===== src/rtl/sensor_poll_seq.sv =====
module sensor_poll_seq #(
  parameter int SENSORS_PER_PORT = 4,
  parameter int MAX_WAIT = 2,
  parameter int MAX_TRIES = 3,
  localparam int NS = 2 * SENSORS_PER_PORT,
  localparam int IDX_W = (SENSORS_PER_PORT > 1) ? $clog2(SENSORS_PER_PORT) : 1,
  localparam int SEL_W = $clog2(NS)
) (
  input  logic                 clk,
  input  logic                 rst_n,
  input  logic                 tick_pulse_i,
  input  logic [3:0]           tick_i,
  input  logic [NS-1:0]        present_i,
  input  logic [NS-1:0]        disable_i,
  input  logic                 engine_idle_i,
  input  logic                 irq_i,
  input  logic                 done_i,
  input  logic [15:0]          rc_i,
  output logic                 cmd_vld_o,
  output logic [1:0]           cmd_step_o,
  output logic                 cmd_port_o,
  output logic [IDX_W-1:0]     cmd_idx_o,
  output logic [7:0]           cmd_addr_o,
  output logic                 round_done_o,
  output logic                 reset_req_o,
  output logic [31:0]          reset_cause_o,
  output logic [NS*8-1:0]      err_cnt_o
);
  localparam int TRY_W = $clog2(MAX_TRIES + 1);
  localparam int NR_W  = $clog2(MAX_WAIT + 2);
  localparam logic [1:0] STEP_MODE = 2'd0, STEP_INIT = 2'd2, STEP_READ = 2'd3;

  typedef enum logic [1:0] {ST_SCAN, ST_ISSUE, ST_WAIT} st_t;

  st_t              st_q;
  logic             port_q;
  logic [IDX_W-1:0] idx_q;
  logic [1:0]       step_q;
  logic [TRY_W-1:0] try_q;
  logic [NR_W-1:0]  nr_q;
  logic             vld_q, round_q, rreq_q;
  logic [31:0]      cause_q;
  logic [7:0]       err_q [NS];

  logic [SEL_W-1:0] sel;
  logic             skip, slot, proceed, ok, retry, last_idx;

  assign sel      = port_q ? SEL_W'(SENSORS_PER_PORT) + SEL_W'(idx_q) : SEL_W'(idx_q);
  assign skip     = !present_i[sel] || disable_i[sel];
  assign slot     = (tick_i == 4'd0) || (tick_i == 4'd8);
  assign proceed  = irq_i || (nr_q >= NR_W'(MAX_WAIT));
  assign ok       = done_i && (rc_i == 16'd0);
  assign retry    = (step_q >= STEP_INIT) && (try_q < TRY_W'(MAX_TRIES));
  assign last_idx = (idx_q == IDX_W'(SENSORS_PER_PORT - 1));

  assign cmd_vld_o     = vld_q;
  assign cmd_step_o    = step_q;
  assign cmd_port_o    = port_q;
  assign cmd_idx_o     = idx_q;
  assign cmd_addr_o    = 8'h30 | (8'(idx_q) << 1);
  assign round_done_o  = round_q;
  assign reset_req_o   = rreq_q;
  assign reset_cause_o = cause_q;

  for (genvar k = 0; k < NS; k++) begin : g_err_out
    assign err_cnt_o[k*8 +: 8] = err_q[k];
  end

  always_ff @(posedge clk or negedge rst_n) begin
    if (!rst_n) begin
      st_q    <= ST_SCAN;
      port_q  <= 1'b0;
      idx_q   <= '0;
      step_q  <= STEP_MODE;
      try_q   <= '0;
      nr_q    <= '0;
      vld_q   <= 1'b0;
      round_q <= 1'b0;
      rreq_q  <= 1'b0;
      cause_q <= '0;
      for (int k = 0; k < NS; k++) err_q[k] <= 8'd0;
    end else begin
      vld_q   <= 1'b0;
      round_q <= 1'b0;
      rreq_q  <= 1'b0;
      if (tick_pulse_i) begin
        unique case (st_q)
          ST_SCAN: begin
            if (skip) begin
              if (last_idx) begin
                port_q  <= ~port_q;
                idx_q   <= '0;
                round_q <= port_q;
              end else begin
                idx_q <= idx_q + 1'b1;
              end
            end else if (slot) begin
              st_q   <= ST_ISSUE;
              step_q <= STEP_MODE;
              try_q  <= '0;
            end
          end
          ST_ISSUE: begin
            if (engine_idle_i) begin
              vld_q <= 1'b1;
              try_q <= try_q + 1'b1;
              nr_q  <= '0;
              st_q  <= ST_WAIT;
            end
          end
          ST_WAIT: begin
            if (!irq_i) nr_q <= nr_q + 1'b1;
            if (proceed) begin
              if (ok) begin
                if (step_q == STEP_READ) begin
                  err_q[sel] <= 8'd0;
                  st_q       <= ST_SCAN;
                  if (last_idx) begin
                    port_q  <= ~port_q;
                    idx_q   <= '0;
                    round_q <= port_q;
                  end else begin
                    idx_q <= idx_q + 1'b1;
                  end
                end else begin
                  step_q <= step_q + 1'b1;
                  try_q  <= '0;
                  st_q   <= ST_ISSUE;
                end
              end else if (retry) begin
                st_q <= ST_ISSUE;
              end else begin
                if (err_q[sel] != 8'hFF) err_q[sel] <= err_q[sel] + 1'b1;
                rreq_q  <= 1'b1;
                cause_q <= {8'(port_q), 8'(idx_q), rc_i};
                st_q    <= ST_SCAN;
                if (last_idx) begin
                  port_q  <= ~port_q;
                  idx_q   <= '0;
                  round_q <= port_q;
                end else begin
                  idx_q <= idx_q + 1'b1;
                end
              end
            end
          end
          default: st_q <= ST_SCAN;
        endcase
      end
    end
  end
endmodule



===== config.mk =====
export PLATFORM = sky130hd
export DESIGN_NAME = sensor_poll_seq
export DESIGN_NICKNAME = d
export VERILOG_FILES = /design/src/rtl/sensor_poll_seq.sv
export SDC_FILE = /design/constraint.sdc
export NUM_CORES = 1
export LEC_CHECK = 0
export ABC_AREA = 1
export BUFFER_PORTS_ARGS = -buffer_cell sky130_fd_sc_hd__buf_4
export CAP_MARGIN = 30
export CORE_ASPECT_RATIO = 1.2
export CORE_UTILIZATION = 30
export DETAILED_ROUTE_END_ITERATION = 8
export PLACE_DENSITY_LB_ADDON = 0.08
export SLEW_MARGIN = 40
export SYNTH_ARGS = -nofsm -noshare
export SYNTH_HDL_FRONTEND = slang
export SYNTH_SLANG_ARGS = --single-unit

===== constraint.sdc =====
create_clock -name clk -period 3.5 [get_ports clk]
set_clock_uncertainty 0.1 [all_clocks]
set_input_delay 0.35 -clock clk [delete_from_list [all_inputs] [get_ports clk]]
set_output_delay 0.35 -clock clk [all_outputs]
set_load 0.005 [all_outputs]

Word-level counts from Yosys, hierarchy flattened
Cells that the tools add are included.
{"block": "totals", "ff_bits": 97, "in_bits": 42, "wordCells": 142}
{"block": "classes", "add_sub_neg": 6, "order_cmp": 6, "n_eq_ne": 18, "muxes": 67, "bitwise_logic": 6, "n_reduce_logical": 21}
{"operator": "64-bit 2-to-1 mux", "count": 4}
{"operator": "64-bit bitwise AND", "count": 1}
{"operator": "64-bit bitwise mux", "count": 1}
{"operator": "64-bit inverter", "count": 1}
{"operator": "2-bit 2-to-1 mux", "count": 22}
{"operator": "1-bit 2-to-1 mux", "count": 25}
{"operator": "8-bit binary-select mux with 3-bit select", "count": 1}
{"operator": "8-bit demux with 3-bit select", "count": 1}
{"operator": "8-bit 2-to-1 mux", "count": 3}
{"operator": "2-bit != test (second input constant)", "count": 9}
{"operator": "16-bit zero test", "count": 1}
{"operator": "2-bit case mux with 2 select lines", "count": 3}
{"operator": "2-bit case mux with 3 select lines", "count": 2}
{"operator": "6-bit AND reduction", "count": 2}
{"operator": "5-bit AND reduction", "count": 2}
{"operator": "2-bit by 1-bit adder with 2-bit output (second input constant)", "count": 4}
{"operator": "8-bit by 1-bit adder with 8-bit output (second input constant)", "count": 1}
{"operator": "8-bit != test (second input constant)", "count": 1}
{"operator": "8-bit AND reduction", "count": 1}
{"operator": "7-bit AND reduction", "count": 1}
{"operator": "1-bit binary-select mux with 3-bit select", "count": 2}
{"operator": "2-bit equality test (second input constant)", "count": 3}
{"operator": "3-bit != test (second input constant)", "count": 2}
{"operator": "2-bit nonzero test", "count": 3}
{"operator": "20 further kinds", "count": 28}

Depth between registers and ports, before layout
Gate-level depths: netlist (run 1).
{"block": "depth", "ltp_word": 11, "depth_mapped": 16}

Least setup slack after synthesis (run 1)
No wires, ideal clock.
{"block": "synth_timing", "kind": "register to register", "from": "register idx_q[0], in the netlist cmd_idx_o[0]", "to": "register err_q (netlist bit err_cnt_o[35])", "setup_time_ns": 0.132, "arrival_ns": 2.138, "t_required_ns": 3.268, "setup_slack_ns": 1.130, "path_stages_with_launch": 15, "n_path_buf": 3, "period_less_slack_ns": 2.370, "cell_sequence": "dfrtp_1 > buf_4 > buf_6 > o211ai_1 > nand3_1 > nor2_4 > inv_1 > ha_1 > nand2_1 > nor2_4 > nand2_4 > buf_12 > nand3_4 > nand2_1 > o21ai_0"}
{"block": "synth_between", "elab_chain_cells": 11, "elab_cells_between_ends": 22, "classes_between": "2 x add/sub; 2 x order compare; 1 x eq/ne; 11 x mux; 3 x bitwise; 3 x reduce/logical"}
{"element": "start, declared", "line": "37", "source": "logic [IDX_W-1:0] idx_q;"}
{"element": "start signal, assigned", "line": "95", "source": "idx_q <= idx_q + 1'b1;"}
{"element": "start signal, assigned", "line": "123", "source": "idx_q <= idx_q + 1'b1;"}
{"element": "start signal, assigned", "line": "142", "source": "idx_q <= idx_q + 1'b1;"}
{"element": "3-bit by 2-bit adder with 3-bit output", "line": "48", "source": "assign sel = port_q ? SEL_W'(SENSORS_PER_PORT) + SEL_W'(idx_q) : SEL_W'(idx_q);"}
{"element": "3-bit 2-to-1 mux (*)", "line": "48"}
{"element": "3-bit inverter with 4-bit output (implied by the code) (*)", "line": "116, 133"}
{"element": "8-bit binary-select mux with 3-bit select (tied with other cells)", "line": "133", "source": "if (err_q[sel] != 8'hFF) err_q[sel] <= err_q[sel] + 1'b1;"}
{"element": "8-bit 2-to-1 mux (implied by the code) / 1-bit logical AND (equally long branches)", "line": "133, 116"}
{"element": "8-bit 2-to-1 mux (on tied branches)", "line": "133, 116"}
{"element": "8-bit by 1-bit adder with 8-bit output / 8-bit demux with 3-bit select (equally long branches)", "line": "133, 116"}
{"element": "64-bit bitwise mux / 64-bit inverter (equally long branches)"}
{"element": "64-bit 2-to-1 mux / 64-bit bitwise AND (equally long branches)"}
{"element": "64-bit 2-to-1 mux (on tied branches)", "line": "130, 115"}
{"element": "64-bit 2-to-1 mux", "line": "114", "source": "if (ok) begin"}
{"element": "end signal, assigned by index", "line": "116", "source": "err_q[sel] <= 8'd0;"}
{"element": "end, declared", "line": "43", "source": "logic [7:0] err_q [NS];"}
Every way passes the cells marked *; elsewhere a longest branch is shown, timed or not. The select of a mux whose other input is x is not followed.
A chain may end at the register's enable or synchronous reset.

Worst setup path in the final report (run 1)
{"block": "layout_timing", "from": "register idx_q[1], in the netlist cmd_idx_o[1]", "to": "register err_q (netlist bit err_cnt_o[2])"}
Same word-level chain as after synthesis.

==> results.sh, run 1 <==
export IMPL_run_status="finished clean"
export IMPL_area_delta_synth_final_pct=26.2
export IMPL_tritoncts_num_buffers=9
export IMPL_dr_first_iter_drc_count=305
export IMPL_setup_viol=0
export IMPL_arrival_ps=3240
export IMPL_endpoint_kind="register"
export IMPL_postCtsSetupBuffers=0
export IMPL_portBuffers=133
export IMPL_initial_core_util_pct=31.0
export IMPL_drive_above_1_share_pct=22.5
export IMPL_max_stage_delay_ps=750
export IMPL_min_from="rc_i[7]"
export IMPL_r2r_end="err_cnt_o[2]"
export IMPL_synth_distinct_cells=29
export IMPL_crit_required_ps=3650
export IMPL_syn_inst=744
export IMPL_min_period_over_period_pct=88.3
export IMPL_via_count=5205
export IMPL_grt_overflow=0
export IMPL_ys_seq_elements=97
export IMPL_insertion_delay_ps=350
export IMPL_multi_input_area_um2=2540
export IMPL_cts_resized_gates=0
export IMPL_clock_sink_count=97
export IMPL_vias_per_cell=4.73
export IMPL_htreeDepth=3
export IMPL_timing_rr_start="cmd_idx_o[1]"
export IMPL_track_usage_pct=18.8
export IMPL_cts_tree="done"
export IMPL_slew_viol_final=0
export IMPL_core_area_um2=17800
export IMPL_grt_max_degree=55
export IMPL_rsz0062_at_grt="false"
export IMPL_leakagePower_uw=0.00375
export IMPL_die_w_um=126
export IMPL_dieHeight_um=151
export IMPL_reg2reg_depth=11
export IMPL_netlist_area_um2=5520
export IMPL_routed_wl_um=17300
export IMPL_slew_headroom_pct=50.6
export IMPL_path_cells="nor2_2 > o211ai_1 > nand3_1 > nor2_4 > inv_1 > ha_1 > nand2_1 > nor2_4 > nand2_4 > nand3_1 > o21ai_0"
export IMPL_final_hold_viol_count=0
export IMPL_ant_nets=0
export IMPL_num_nets_final=923
export IMPL_clk_path_buf_depth=2
export IMPL_clockRootBuffer="clkbuf_16"
export IMPL_fmax_mhz=324
export IMPL_hold_depth=3
export IMPL_finalSetupTns_ps=0
export IMPL_power_density_nw_per_um2=674
export IMPL_dr_pass1_iters=5
export IMPL_synth_edf_count=0
export IMPL_num_rows=53
export IMPL_r2r_setup_slack_ps=410
export IMPL_maxCapViolations=0
export IMPL_drc=0
export IMPL_synth_seq_area_share_pct=44.0
export IMPL_gp_congestion=0.799
export IMPL_timing_critical_path_buf_inv=1
export IMPL_final_min_clock_period_ps=3090
export IMPL_num_io_pins=154
export IMPL_place_hpwl_um=12800
export IMPL_cp_top_family="simple AND/OR/NAND/NOR gates"
export IMPL_crit_path_top_delay_cell="dfrtp_1"
export IMPL_yosysWarnings=0
export IMPL_n_antenna_cell=0
export IMPL_hold_path_end="reset_cause_o[7]"
export IMPL_wire_per_inst_um=15.8
export IMPL_first_global_vias=5039
export IMPL_die_area_um2=18900
export IMPL_hold_class="input pin to register"
export IMPL_synthFlopType="dfrtp_1"
export IMPL_worst_path_stages=11
export IMPL_syn_avg_cell_area_um2=7.41
export IMPL_clk_pin_slew_ps=70
export IMPL_hold_slack_ps=102
export IMPL_n_fill_cell=1920
export IMPL_tightestPinTransition_ps=741
export IMPL_grt_antenna_before_repair=0
export IMPL_ctsHoldBuffers=1
export IMPL_critPathLaunchType="register"
export IMPL_synthArstFlopShare_pct=100
export IMPL_critPathMaxFanout=16
export IMPL_peakVddDrop_mv=0.218
export IMPL_grt_pass1_wl_um=27000
export IMPL_ff_latch_area_um2=2430
export IMPL_criticalPathCategory="register to register"
## cell usage after synthesis (4+ instances only)
cell | number | area share, %
nand3_1 | 34 | 3.1
a21oi_1 | 10 | 0.91
nor2_2 | 4 | 0.45
dfrtp_1 | 97 | 44
nor2_4 | 5 | 1.0
ha_1 | 5 | 1.1
nand2_1 | 311 | 21
inv_2 | 6 | 0.41
nand2_2 | 6 | 0.68
nor2_1 | 35 | 2.4
o21ai_0 | 51 | 4.6
buf_4 | 30 | 4.1
nand3_4 | 10 | 3.2
nand3_2 | 4 | 0.73
nand4_1 | 11 | 1.2
o21ai_1 | 31 | 2.8
inv_1 | 70 | 4.8
## per-layer routing
metal | global-route usage, % | part of all wire, % | wire [µm] | vias to the layer above
li1 | - | - | - | 2576
met1 | 24.8 | 46 | 7930 | 2443
met2 | 31.5 | 48 | 8300 | 172
met3 | 3.34 | 5.2 | 904 | 14
met4 | 5.12 | 1.2 | 213 | 0
met5 | 0 | 0 | 0 | -
## worst max path at each step
stage                 startpoint             to  slack [ps]
floorplan           cmd_idx_o[0]  err_cnt_o[35]        1130
global placement    cmd_idx_o[1]  err_cnt_o[29]         490
detailed placement  cmd_idx_o[1]   err_cnt_o[2]         380
CTS                 cmd_idx_o[1]   err_cnt_o[2]         360
global route        cmd_idx_o[1]   err_cnt_o[5]         140
finish              cmd_idx_o[1]   err_cnt_o[2]         410
## worst register-to-register path: stages, from the launching register on
cell      delay (ps)
dfrtp_1          750
nor2_2           170
o211ai_1         140
nand3_1          140
nor2_4           200
inv_1             60
ha_1             220
nand2_1          130
nor2_4            70
nand2_4          290
nand3_1          410
o21ai_0          320
## metrics by stage
stage	total power [µW]	worst slack, ps	cell area [µm²]	util (%)	cells
2_1_floorplan	2810	1130	5580	-	761
3_3_place_gp	3600	494	6610	37.2	1084
3_5_place_dp	3620	381	6610	37.2	1084
4_1_cts	4770	360	6960	39.2	1101
5_1_grt	5060	137	6960	39.2	1101
6_report	4690	411	6960	39.2	1101
## kinds of logic after synthesis
logic type | after synthesis | share of synthesized area [%]
simple gates | 428 | 34.9
buf+inv | 117 | 11.1
flops | 97 | 44.0
compound gates | 95 | 8.73
fa+ha+maj | 5 | 1.13
other cells | 2 | 0.136
## sequential cells by signal, summed over array words and instances, names as in the netlist
signal,cells
round_done_o,1
err_cnt_o,64
reset_cause_o,19
nr_q,2
cmd_step_o,2
try_q,2
cmd_idx_o,2
reset_req_o,1
cmd_vld_o,1
cmd_port_o,1
st_q,2
## layout by cell type (no fill, tap or decap)
cell / synthesis / routed
nor2_4: 5 / 5
clkbuf_16: 0 / 9
nor2_1: 35 / 35
nand3_4: 10 / 10
nor3_1: 3 / 3
inv_6: 0 / 1
o21ai_1: 31 / 31
or2_2: 2 / 2
inv_2: 6 / 6
inv_1: 70 / 70
nand3_2: 4 / 4
clkinv_4: 0 / 2
buf_4: 30 / 144
o21ai_0: 51 / 51
a21oi_1: 10 / 10
bufinv_16: 0 / 2
ha_1: 5 / 5
nand3_1: 34 / 34
nand4_1: 11 / 11
nand2_2: 6 / 6
dlygate4sd3_1: 0 / 1
clkbuf_8: 0 / 2
nand3b_1: 2 / 2
nand2_1: 311 / 311
o21bai_1: 1 / 1
dfrtp_1: 97 / 97
nand2_4: 1 / 1
conb_1: 2 / 19
o211ai_1: 1 / 1
o22ai_1: 1 / 1
nor2_2: 4 / 4
## cell type report
cell class              instances  share of cell area [%]
clock buffers                  11                    3.63
inverters                      76                    4.10
well taps                     220                    3.96
repair buffers                145                    15.7
clock inverters                 5                    1.24
flip-flops and latches         97                    34.9
multi-input cells             547                    36.5
## where the power goes
group          switching [µW]  internal [µW]  leakage, µW
combinational            1230            730      0.00229
clock                     448            671     0.000166
sequential                226           1380      0.00129
total                    1900           2780      0.00375
(Power assumes the default switching activity.)
==> inputs of run 2 (changes only) <==
PLACE_DENSITY_LB_ADDON = 0.2   (was 0.08)
==> run 2 against run 1 <==
  * Cell area is 0.63% lower
  * Sequential power hardly changed
  * Sequential cell count stayed put
  * Power is 1.6% lower
  * Clock-buffer cell count is 2 lower
  * Clock power is 4% lower
  * Setup slack better by 60 ps
  * Register-to-register slack better by 60 ps
  * Sequential share of layout area is 0.24 points higher
  * Critical path depth is 3 higher
  * Via count is 3.4% lower
  * Highest routed layer unchanged
==> results.sh, run 2 (same netlist as run 1, synthesis figures left out) <==
export IMPL_run_status="finished clean"
export IMPL_vias_per_cell=4.58
export IMPL_num_rows=53
export IMPL_area_delta_synth_final_pct=25.4
export IMPL_portBuffers=133
export IMPL_largest_reg_flops=64
export IMPL_track_usage_pct=18.4
export IMPL_n_antenna_cell=0
export IMPL_cpMostUsedCell="nand2_1"
export IMPL_dr_first_iter_drc_count=280
export IMPL_setup_viol=0
export IMPL_criticalPathCategory="register to register"
export IMPL_slew_headroom_pct=55.6
export IMPL_slew_viol_final=0
export IMPL_postCtsSetupBuffers=0
export IMPL_max_stage_delay_ps=750
export IMPL_drive_above_1_share_pct=22.3
export IMPL_num_io_pins=154
export IMPL_via_count=5029
export IMPL_crit_required_ps=3660
export IMPL_dieHeight_um=151
export IMPL_num_nets_final=920
export IMPL_grt_pass1_wl_um=26300
export IMPL_maxCapViolations=0
export IMPL_critPathLaunchType="register"
export IMPL_fmax_mhz=330
export IMPL_place_hpwl_um=12400
export IMPL_cts_resized_gates=0
export IMPL_grt_overflow=0
export IMPL_mostFrequentLayoutCells="311 x nand2_1, 140 x buf_4, 96 x dfrtp_1, 70 x inv_1, 51 x o21ai_0"
export IMPL_power_density_nw_per_um2=667
export IMPL_core_area_um2=17800
export IMPL_dp_cells=1081
export IMPL_hold_class="input pin to register"
export IMPL_min_period_over_period_pct=86.5
export IMPL_htreeDepth=3
export IMPL_cp_top_family="simple AND/OR/NAND/NOR gates"
export IMPL_cts_tree="done"
export IMPL_ant_nets=0
export IMPL_first_global_vias=4722
export IMPL_wire_per_inst_um=15.2
export IMPL_leakagePower_uw=0.00372
export IMPL_rsz0062_at_grt="false"
export IMPL_insertion_delay_ps=360
export IMPL_final_cells=1098
export IMPL_timing_critical_path_buf_inv=2
export IMPL_die_w_um=126
export IMPL_grt_max_degree=79
export IMPL_clk_path_buf_depth=2
export IMPL_utilization_pct=38.9
export IMPL_critPathMaxFanout=16
export IMPL_die_area_um2=18900
export IMPL_peakVddDrop_mv=0.305
export IMPL_crit_path_top_delay_cell="dfrtp_1"
export IMPL_n_fill_cell=1919
export IMPL_tightestPinTransition_ps=664
export IMPL_dr_pass1_iters=4
export IMPL_arrival_ps=3190
export IMPL_routed_wl_um=16700
export IMPL_gp_congestion=0.846
export IMPL_path_cells="nand2_1 > nor2_1 > nand2_1 > nand3_1 > nor2_4 > inv_1 > ha_1 > nand2_1 > nor2_4 > nand2_4 > nand3_1 > inv_1 > nand2_1 > nand2_1"
export IMPL_clockRootBuffer="clkbuf_16"
export IMPL_finalPower_uw=4620
export IMPL_initial_core_util_pct=31.0
export IMPL_final_min_clock_period_ps=3030
export IMPL_finalSetupTns_ps=0
export IMPL_clk_pin_slew_ps=80
export IMPL_tritoncts_num_buffers=9
export IMPL_endpoint_kind="register"
export IMPL_clock_sink_count=97
export IMPL_grt_antenna_before_repair=0
export IMPL_drc=0
export IMPL_final_hold_viol_count=0
export IMPL_final_common_cell="nand2_1"
run 2: cell types whose count changed in the layout (fill, tap and decap cells not counted):
cell | before | now
buf_4 | 144 | 140
bufinv_16 | 2 | 1
clkbuf_8 | 2 | 1
clkinv_2 | 0 | 1
clkinv_4 | 2 | 0
clkinv_8 | 0 | 1
clkinvlp_4 | 0 | 1
dfrtp_1 | 97 | 96
dfrtp_2 | 0 | 1
inv_6 | 1 | 3
run 2: routing by layer:
| layer | track usage [%] | wire, µm | up-vias |
|---|---|---|---|
| met1 | 23.9 | 7490 | 2318 |
| met5 | 0 | 0 | - |
| met4 | 6.69 | 325 | 0 |
| li1 | - | - | 2565 |
| met3 | 2.91 | 712 | 20 |
| met2 | 30.9 | 8170 | 126 |
run 2: final timing paths:
check / from / endpoint / slack, ps / cells past startpoint
setup / recovery: cmd_idx_o[1] / err_cnt_o[7] / 470 / 14
hold / removal: rc_i[6] / reset_cause_o[6] / 90 / 3
setup reg to reg: cmd_idx_o[1] / err_cnt_o[7] / 470 / 14
hold reg to reg: try_q[1] / try_q[1] / 380 / 2
max in group asynchronous: rst_n / err_cnt_o[10] / 2080 / 3
min in group asynchronous: rst_n / cmd_vld_o / 490 / 2
run 2: cell type report:
type,count,area (µm²),share of cell area [%]
Inverter,76,285,4.13
Clock buffer,9,225,3.26
Clock inverter,7,85.1,1.23
Sequential cell,97,2430,35.1
Timing Repair Buffer,142,1070,15.5
Tap cell,220,275,3.98
Multi-Input combinational cell,547,2540,36.7
run 2: through the flow:
stage	hold WS, ps	area (µm²)	setup slack [ps]
after floorplan	-45.6	5580	1130
after global placement	367	6590	494
after detailed placement	365	6590	458
after CTS	79.8	6910	437
after global routing	92.8	6920	220
final	90.2	6920	471
run 2: what timing repair did:
action | in CTS | in global routing
endpoints found under the hold margin | 77 | 0
hold buffers | 1 | 0
setup endpoints to repair | 0 | 0
run 2: where the power goes:
part / switching (µW) / internal, µW / leakage (µW) / total (µW)
Combinational: 1200 / 717 / 0.00228 / 1910
Sequential: 247 / 1380 / 0.00129 / 1630
Clock: 502 / 568 / 0.000150 / 1070
Total: 1950 / 2670 / 0.00372 / 4620
run 2: worst reg2reg max path, delay by kind of cell, from the launching register on:
family	cells	cell delay [ps]
and+or+nand+nor	11	1750
DFF	1	750
adders and majority gates	1	180
buffers and inverters	2	130
